**src/rtl/wcc_pkg.sv**
```systemverilog
package wcc_pkg;

    localparam int ADDR_W = 13;
    localparam int DATA_W = 8;

    typedef logic [ADDR_W-1:0] addr_t;
    typedef logic [DATA_W-1:0] data_t;

    // One buffered write: target address and byte value.
    typedef struct packed {
        addr_t addr;
        data_t data;
    } wr_item_t;

    typedef enum logic [1:0] {
        ST_IDLE    = 2'd0,
        ST_COLLECT = 2'd1,
        ST_PROGRAM = 2'd2,
        ST_FLUSH   = 2'd3
    } ctl_state_t;

    function automatic data_t pick_data(input wr_item_t it, input logic poison,
                                        input data_t pattern);
        return poison ? pattern : it.data;
    endfunction

endpackage

```
**src/rtl/wcc_wp_sync.sv**
```systemverilog
module wcc_wp_sync #(
    parameter int STAGES = 2
) (
    input  logic clk,
    input  logic rst,
    input  logic d_async,
    output logic q_sync
);
    logic [STAGES-1:0] chain;

    always_ff @(posedge clk) begin
        if (rst) chain <= '0;
        else     chain <= {chain[STAGES-2:0], d_async};
    end

    assign q_sync = chain[STAGES-1];
endmodule

```
**src/rtl/wcc_byte_buf.sv**
```systemverilog
module wcc_byte_buf
    import wcc_pkg::*;
#(
    parameter int DEPTH = 8
) (
    input  logic                         clk,
    input  logic                         rst,
    input  logic                         clear,
    input  logic                         push,
    input  wr_item_t                     push_item,
    input  logic                         pop,
    output wr_item_t                     head_item,
    output logic [$clog2(DEPTH+1)-1:0]   count
);
    localparam int IDX_W = (DEPTH > 1) ? $clog2(DEPTH) : 1;
    localparam int CNT_W = $clog2(DEPTH+1);

    wr_item_t           store [DEPTH];
    logic [IDX_W-1:0]   wr_ptr, rd_ptr;
    logic               do_push, do_pop;

    function automatic logic [IDX_W-1:0] bump(input logic [IDX_W-1:0] p);
        return (p == IDX_W'(DEPTH-1)) ? '0 : p + 1'b1;
    endfunction

    assign do_push = push && (count < CNT_W'(DEPTH));
    assign do_pop  = pop && (count != '0);

    always_ff @(posedge clk) begin
        if (do_push) store[wr_ptr] <= push_item;
    end

    always_ff @(posedge clk) begin
        if (rst || clear) begin
            wr_ptr <= '0;
            rd_ptr <= '0;
            count  <= '0;
        end else begin
            if (do_push) wr_ptr <= bump(wr_ptr);
            if (do_pop)  rd_ptr <= bump(rd_ptr);
            count <= count + CNT_W'(do_push) - CNT_W'(do_pop);
        end
    end

    assign head_item = store[rd_ptr];

    // occupancy never exceeds the configured depth
    a_r8_count_bound: assert property (@(posedge clk) disable iff (rst)
        count <= CNT_W'(DEPTH));

    // the controller only drains entries that exist
    a_r2_pop_nonempty: assert property (@(posedge clk) disable iff (rst)
        pop |-> (count != '0));
endmodule

```
**src/rtl/wcc_cycle_timer.sv**
```systemverilog
module wcc_cycle_timer #(
    parameter int CYCLES = 500_000
) (
    input  logic clk,
    input  logic rst,
    input  logic start,
    input  logic kill,
    output logic running,
    output logic done
);
    localparam int CW = $clog2(CYCLES+1);

    logic [CW-1:0] remain;

    always_ff @(posedge clk) begin
        if (rst || kill) begin
            running <= 1'b0;
            remain  <= '0;
        end else if (start) begin
            running <= 1'b1;
            remain  <= CW'(CYCLES-1);
        end else if (running) begin
            if (remain == '0) running <= 1'b0;
            else              remain  <= remain - 1'b1;
        end
    end

    assign done = running && (remain == '0);

    // completion is a single-cycle event
    a_r3_done_single: assert property (@(posedge clk) disable iff (rst)
        done |=> !done);
endmodule

```
**src/rtl/wp_write_commit.sv**
```systemverilog
module wp_write_commit #(
    parameter int                          DEPTH     = 8,
    parameter int                          WR_CYCLES = 500_000,
    parameter logic [wcc_pkg::DATA_W-1:0]  POISON    = 8'hA5
) (
    input  logic                        clk,
    input  logic                        rst,
    input  logic                        wp_pin,
    input  logic                        first_bit_stb,
    input  logic                        byte_stb,
    input  logic [wcc_pkg::ADDR_W-1:0]  byte_addr,
    input  logic [wcc_pkg::DATA_W-1:0]  byte_data,
    input  logic                        stop_stb,
    input  logic                        restart_stb,
    output logic                        mem_we,
    output logic [wcc_pkg::ADDR_W-1:0]  mem_addr,
    output logic [wcc_pkg::DATA_W-1:0]  mem_wdata,
    output logic                        busy
);
    import wcc_pkg::*;

    localparam int CNT_W = $clog2(DEPTH+1);

    ctl_state_t         state, state_nx;
    logic               poison_q, poison_nx;
    logic               wp_s;
    logic               buf_clear, buf_push, buf_pop;
    wr_item_t           in_item, head;
    logic [CNT_W-1:0]   buf_count;
    logic               tmr_start, tmr_kill, tmr_running, tmr_done;

    wcc_wp_sync #(.STAGES(2)) u_sync (
        .clk(clk), .rst(rst), .d_async(wp_pin), .q_sync(wp_s)
    );

    assign in_item = '{addr: byte_addr, data: byte_data};

    wcc_byte_buf #(.DEPTH(DEPTH)) u_buf (
        .clk(clk), .rst(rst), .clear(buf_clear), .push(buf_push),
        .push_item(in_item), .pop(buf_pop), .head_item(head), .count(buf_count)
    );

    wcc_cycle_timer #(.CYCLES(WR_CYCLES)) u_tmr (
        .clk(clk), .rst(rst), .start(tmr_start), .kill(tmr_kill),
        .running(tmr_running), .done(tmr_done)
    );

    always_comb begin
        state_nx  = state;
        poison_nx = poison_q;
        buf_clear = 1'b0;
        buf_push  = 1'b0;
        buf_pop   = 1'b0;
        tmr_start = 1'b0;
        tmr_kill  = 1'b0;
        case (state)
            ST_IDLE: begin
                if (first_bit_stb) state_nx = ST_COLLECT;
            end
            ST_COLLECT: begin
                if (wp_s || restart_stb) begin
                    buf_clear = 1'b1;
                    state_nx  = ST_IDLE;
                end else if (stop_stb) begin
                    if (buf_count != '0) begin
                        tmr_start = 1'b1;
                        poison_nx = 1'b0;
                        state_nx  = ST_PROGRAM;
                    end else begin
                        state_nx  = ST_IDLE;
                    end
                end else if (byte_stb) begin
                    buf_push = 1'b1;
                end
            end
            ST_PROGRAM: begin
                if (wp_s) begin
                    tmr_kill  = 1'b1;
                    poison_nx = 1'b1;
                    state_nx  = ST_FLUSH;
                end else if (tmr_done) begin
                    state_nx  = ST_FLUSH;
                end
            end
            ST_FLUSH: begin
                buf_pop = 1'b1;
                if (buf_count <= CNT_W'(1)) state_nx = ST_IDLE;
            end
            default: state_nx = ST_IDLE;
        endcase
    end

    always_ff @(posedge clk) begin
        if (rst) begin
            state    <= ST_IDLE;
            poison_q <= 1'b0;
        end else begin
            state    <= state_nx;
            poison_q <= poison_nx;
        end
    end

    assign mem_we    = (state == ST_FLUSH);
    assign mem_addr  = head.addr;
    assign mem_wdata = pick_data(head, poison_q, POISON);
    assign busy      = (state == ST_PROGRAM) || (state == ST_FLUSH);

    // array strobes only inside the busy period
    a_r3_we_while_busy: assert property (@(posedge clk) disable iff (rst)
        mem_we |-> busy);

    // program state always has a live timer behind it
    a_r3_timer_live: assert property (@(posedge clk) disable iff (rst)
        (state == ST_PROGRAM) |-> tmr_running);

    // a protect hit during reception empties the buffer
    a_r5_cancel_empties: assert property (@(posedge clk) disable iff (rst)
        (state == ST_COLLECT && wp_s) |=> (buf_count == '0));

    // after an abort, any strobe carries the poison value
    a_r6_abort_poison: assert property (@(posedge clk) disable iff (rst)
        (state == ST_PROGRAM && wp_s) |=> (mem_we && mem_wdata == POISON));

    // a stop with nothing buffered starts no cycle
    a_r9_empty_stop: assert property (@(posedge clk) disable iff (rst)
        (state == ST_COLLECT && !wp_s && !restart_stb && stop_stb && buf_count == '0)
        |=> !busy);
endmodule

```
**config.mk**
```make
export PLATFORM = sky130hd
export DESIGN_NAME = wp_write_commit
export DESIGN_NICKNAME = d
export VERILOG_FILES = /design/src/rtl/wcc_pkg.sv /design/src/rtl/wcc_wp_sync.sv /design/src/rtl/wcc_byte_buf.sv /design/src/rtl/wcc_cycle_timer.sv /design/src/rtl/wp_write_commit.sv
export SDC_FILE = /design/constraint.sdc
export NUM_CORES = 1
export LEC_CHECK = 0
export ABC_AREA = 1
export BUFFER_PORTS_ARGS = -buffer_cell sky130_fd_sc_hd__clkbuf_2
export CAP_MARGIN = 20
export CORE_MARGIN = 2
export CORE_UTILIZATION = 40
export CTS_CLUSTER_SIZE = 30
export DETAILED_ROUTE_END_ITERATION = 12
export PLACE_DENSITY_LB_ADDON = 0.15
export SLEW_MARGIN = 20
export SYNTH_ARGS = -nofsm -noshare
export SYNTH_HDL_FRONTEND = slang
export SYNTH_SLANG_ARGS = --single-unit
```
**constraint.sdc**
```tcl
create_clock -name clk -period 9.2 [get_ports clk]
set_input_delay 1.84 -clock clk [delete_from_list [all_inputs] [get_ports clk]]
set_output_delay 1.84 -clock clk [all_outputs]
set_load 0.1 [all_outputs]
```
Word-level counts from Yosys, hierarchy flattened
Memories as Yosys holds them, arrays and structs flattened. A register that Yosys moved wholly into a read port is not among the register bits. Index checks and enable logic that the tools add are counted.

Add/subtract/negate cells: 5. Order comparisons: 2. Eq/ne operators: 14. Muxes and demuxes: 39. Bitwise logic cells: 1. Reduce and logical (&&, ||, !) cells: 17.

Operators with widths (number): $mux 19 (3); $mux 1 (22); $logic_not 19->1 (1); $sub 19x1->19 const B (1); $mux 2 (7); $mux 3 (4); $ne 2x2->1 const B (5); $mux 8 (1); $pmux 2 s4 (1); $add 3x1->3 const B (2); $eq 3x3->1 const B (2); $reduce_and 5->1 (1); $add 4x1->4 (1); $eq 2x2->1 const B (2); $le 4x1->1 const B (1); $logic_or 1x1->1 (4); $lt 4x4->1 const B (1); $ne 2x1->1 const B (2); $reduce_and 2->1 (2); $reduce_and 4->1 (1); $reduce_bool 2->1 (2); $reduce_bool 4->1 (1); $sub 4x1->4 (1); $logic_and 1x1->1 (3); 7 further kinds (7).

Bits in registers: 35. RAM bits: 168. Bits of input ports: 28. Output and inout bits: 23. Memories: 1.

Memory list: u_buf.store (depth 8, width 21, rd ports 1, clocked after memory_dff 1, wr ports 1, line wcc_byte_buf.sv:18) `wr_item_t store [DEPTH];`.

Depth between registers and ports, before layout
Depth in word-level cells: 7. Depth in mapped cells: 12.

Hierarchy
From an unflattened synthesis, not the netlist that was laid out.

Cell total of the unflattened synthesis: 1097. Area, all modules: 9709.3 um2.

By module, submodules not included: wcc_byte_buf (times used 1, cells each 823, area each 8054.0 um2, sequential area each 5305.1 um2); wcc_cycle_timer (times used 1, cells each 211, area each 1306.3 um2, sequential area each 400.4 um2); wp_write_commit (times used 1, cells each 57, area each 294.0 um2, sequential area each 60.1 um2); wcc_wp_sync (times used 1, cells each 6, area each 55.1 um2, sequential area each 40.0 um2).

Worst setup path before layout
Ideal clock, no wire load.

Kind: register to output. From: register with a tool-made name. To: output mem_addr[2] in the netlist's numbering. Arrival: 2.697 ns. Slack: 4.663 ns. Stages on the path, launching flop included: 7. Buffers on the path: 2. Path through: dfxtp_1 > buf_2 > buf_1 > nor2_1 > nor2_1 > o21ai_0 > a31oi_1.

RTL lines: to (decl) (line wp_write_commit.sv:16) `output logic [wcc_pkg::ADDR_W-1:0] mem_addr,`.

==> impl_results.md <==
* Outcome: finished clean
* Wire length reported by the detailed router at 18.67 mm
* Chip Height at 150.4 um
* Sink Count at 206
* Routability Congestion at 0.8107
* Kind of end point of the critical path: output pin
* Remaining antenna violation count at 0
* Category of the worst setup path launch point: flop
* Instance area at placement at 9141 um^2
* Total negative setup slack at 0 ns
* Total via count in the routed design at 5790
* Cell type contributing the most total cell area after synthesis: sky130_fd_sc_hd__edfxtp_1
* Ratio of cells with drive above 1 in the final layout at 14.47%
* Largest cells by area after synthesis: sky130_fd_sc_hd__edfxtp_1 59%, sky130_fd_sc_hd__dfxtp_1 8.9%, sky130_fd_sc_hd__nor2_1 7.3%
* Critical Path RT at 7.36 ns
* Most frequent cell on the critical path: sky130_fd_sc_hd__buf_4
* Final instance area at 9877 um^2
* Crit share post-route at 56.74%
* Maximum level of the CTS H-tree at 1
* Core area at 21020 um^2
* Worst vdd rail ir drop at 0.1198 mV
* Unrepaired setup endpoints after global routing: false
* Quantity of I/O buffers inserted on ports at 50
* EDFF count, synth at 168
* Clock buffers created by TritonCTS at 23
* Kind of cell with the highest combined delay on the critical path: buffers and inverters
* Number of optimization iterations in the first detailed-route pass at 5
* Delay of the slowest cell on the worst path at 0.56 ns
* Number of distinct standard cells referenced by the synthesized netlist at 37
* Clock transition at path regs at 0.06 ns
* CTS tree: done
* IO Pins at 51
* Remaining max-slew budget at the tightest pin at 43.06%
* # hold bufs at CTS at 0
* Die Width at 150.4 um
* Syn-to-layout area delta at 15.17%
* Cell chosen for the clock root: sky130_fd_sc_hd__clkbuf_16
* Achievable frequency at 191.6 MHz
* Synth top area share at 58.83%
* Detail Placement HPWL at 10.91 mm
* Final number of max-transition violations at 0
* Worst slew pin tran at 0.8541 ns
* Post-CTS Setup Bufs at 0
* Largest fanout on the critical path at 85
* Initial standard-cell utilization of the core at 40.80%
* Final count of hold timing violations at 0
* Final Skew at 0.01593 ns
* Maximum number of buffers from clock root to sink at 3
* Number of synthesized register bits at 206
* Chain of cells forming the critical path: buf_4 -> inv_2 -> buf_4 -> o21ai_0 -> o22ai_1 -> nor2_1 -> a31oi_1 -> clkbuf_2
* Net count after synthesis at 816
* Gr usage total at 16.73%
* Clock latency on the worst-skew pair at 0.51 ns
* Post-synth top flop: sky130_fd_sc_hd__edfxtp_1
* Number of setup violations in the final report at 0
* Fraction of registers with async set or reset after synthesis at 0%
* Count of instances resized after the clock tree is built at 0
* Pwr per Cell Area at 196.4 nW/um^2
* Ant. Diodes at 0
* Antenna violations before repair at 1
* Remaining DRCs at 0
* Final nets at 866
* Starting DRC count in detailed routing at 274
* Row count at 53
* Die Footprint at 22630 um^2
* Number of global-route vias before repair at 5728
* Cell Area, Synth at 8576 um^2
* Largest net degree at the start of global routing at 86
* CP Buf/Inv Count at 4
* Routed wire per std cell at 16.70 um
* Class of the most critical hold timing path: reg -> reg
* Worst endpoint data arrival time at 3.38 ns
* Post-detailed-route via-to-cell ratio at 5.179
* Synth warn at 0
* Number of violations of the max-capacitance limit at 0
* Shortest clock period the worst path allows after layout at 5.220 ns
* Cell type of the slowest stage on the worst timing path: sky130_fd_sc_hd__buf_4
* Total congestion overflow at 0
* Synth Instances at 776
* Leakage Power at 3.703 nW
* Kind of critical path: reg -> out
* Part of the Yosys area used for sequential elements at 67.70%
* First-pass GRT wire length at 29.62 mm
* Per-instance average area after synthesis at 11.05 um^2
[per-layer routing]
| metal | GRT usage [%] | wire, um | vias up |
|---|---|---|---|
| li1 | - | - | 2850 |
| met1 | 22.30 | 8553 | 2796 |
| met2 | 27.84 | 8803 | 111 |
| met3 | 3.455 | 867 | 33 |
| met4 | 4.575 | 445 | 0 |
| met5 | 0 | 0 | - |
[sequential cells by signal (all words and copies together) (netlist names), named ones only]
register / count
poison_q: 1
state: 1
u_tmr.remain: 19
u_buf.count: 4
u_tmr.running: 1
u_buf.rd_ptr: 3
u_sync.chain: 2
u_buf.wr_ptr: 3
u_buf.store: 168
[cells in the final DEF, fill, tap and decap left out, types with 21 or more instances in the layout]
cell | synthesis | final
sky130_fd_sc_hd__edfxtp_1 | 168 | 168
sky130_fd_sc_hd__nor2_1 | 166 | 164
sky130_fd_sc_hd__nand2_1 | 85 | 85
sky130_fd_sc_hd__o21ai_0 | 78 | 78
sky130_fd_sc_hd__clkbuf_2 | 0 | 50
sky130_fd_sc_hd__inv_1 | 40 | 39
sky130_fd_sc_hd__dfxtp_1 | 38 | 37
sky130_fd_sc_hd__a21oi_1 | 31 | 31
sky130_fd_sc_hd__clkbuf_16 | 0 | 23
sky130_fd_sc_hd__o22ai_1 | 21 | 21
[area by class of cell]
class                   count  area [um^2]
fillers                  1904        11140
flip-flops and latches    206         5807
multi-input cells         491         2492
clock buffers              27        600.6
well taps                 275        344.1
repair buffers             61        332.8
inverters                  43        165.2
clock inverters            15        135.1
[stage by stage]
step	hold slack, ns	total power, W	std cells	setup slack [ns]	utilization (%)
final	0.4057	0.001940	1118	3.980	46.99
after global routing	0.4376	0.001999	1118	3.803	46.99
after CTS	0.4111	0.001958	1118	3.977	46.99
after detailed placement	0.4020	0.001078	1076	4.508	43.49
after global placement	0.3972	0.001076	1076	4.592	43.49
after floorplan	0.3883	0.001057	776	4.663	-
[logic make-up (layout without fill, tap and decap cells)]
logic type	count (synthesis)	after routing	synth area share [%]
DFF	206	206	67.70
AOI/OAI and AO/OA	160	160	10.58
buffers and inverters	79	146	3.764
and+or+nand+nor	313	313	15.51
adders and majority gates	12	12	1.838
xor gates and xnor gates	6	6	0.6128
[worst paths after layout]
check / slack [ns] / cells past startpoint / start / endpoint
max: 3.98 / 8 / flop / mem_addr[11]
min: 0.41 / 2 / u_sync.chain[0] / u_sync.chain[1]
max reg2reg: 6.83 / 8 / state[0] / u_buf.store[4][0]
min reg2reg: 0.41 / 2 / u_sync.chain[0] / u_sync.chain[1]
[worst min-delay path, stage by stage, from the launching register on]
cell and delay (ns):
sky130_fd_sc_hd__dfxtp_1 0.30, sky130_fd_sc_hd__inv_1 0.04, sky130_fd_sc_hd__nor2_1 0.03
[cells in the mapped netlist (all sizes together), types with 5 or more instances]
cell and number:
a221o 8, a31oi 16, nand3b 5, nor2 172, dfxtp 38, inv 41
clkbuf 26, ha 11, nand2 90, nand3 19, a21oi 31, o22ai 21
o21ai 78, nor3 11, nand4 12, edfxtp 168, buf 10
[report_power, final]
group	leakage (nW)	switching (W)	internal [W]
logic	1.53	0.0000342	0.0000110
registers	1.82	0.00000206	0.00101
clock network	0.359	0.000357	0.000525
Note: power is estimated with default switching activity, not from simulation.
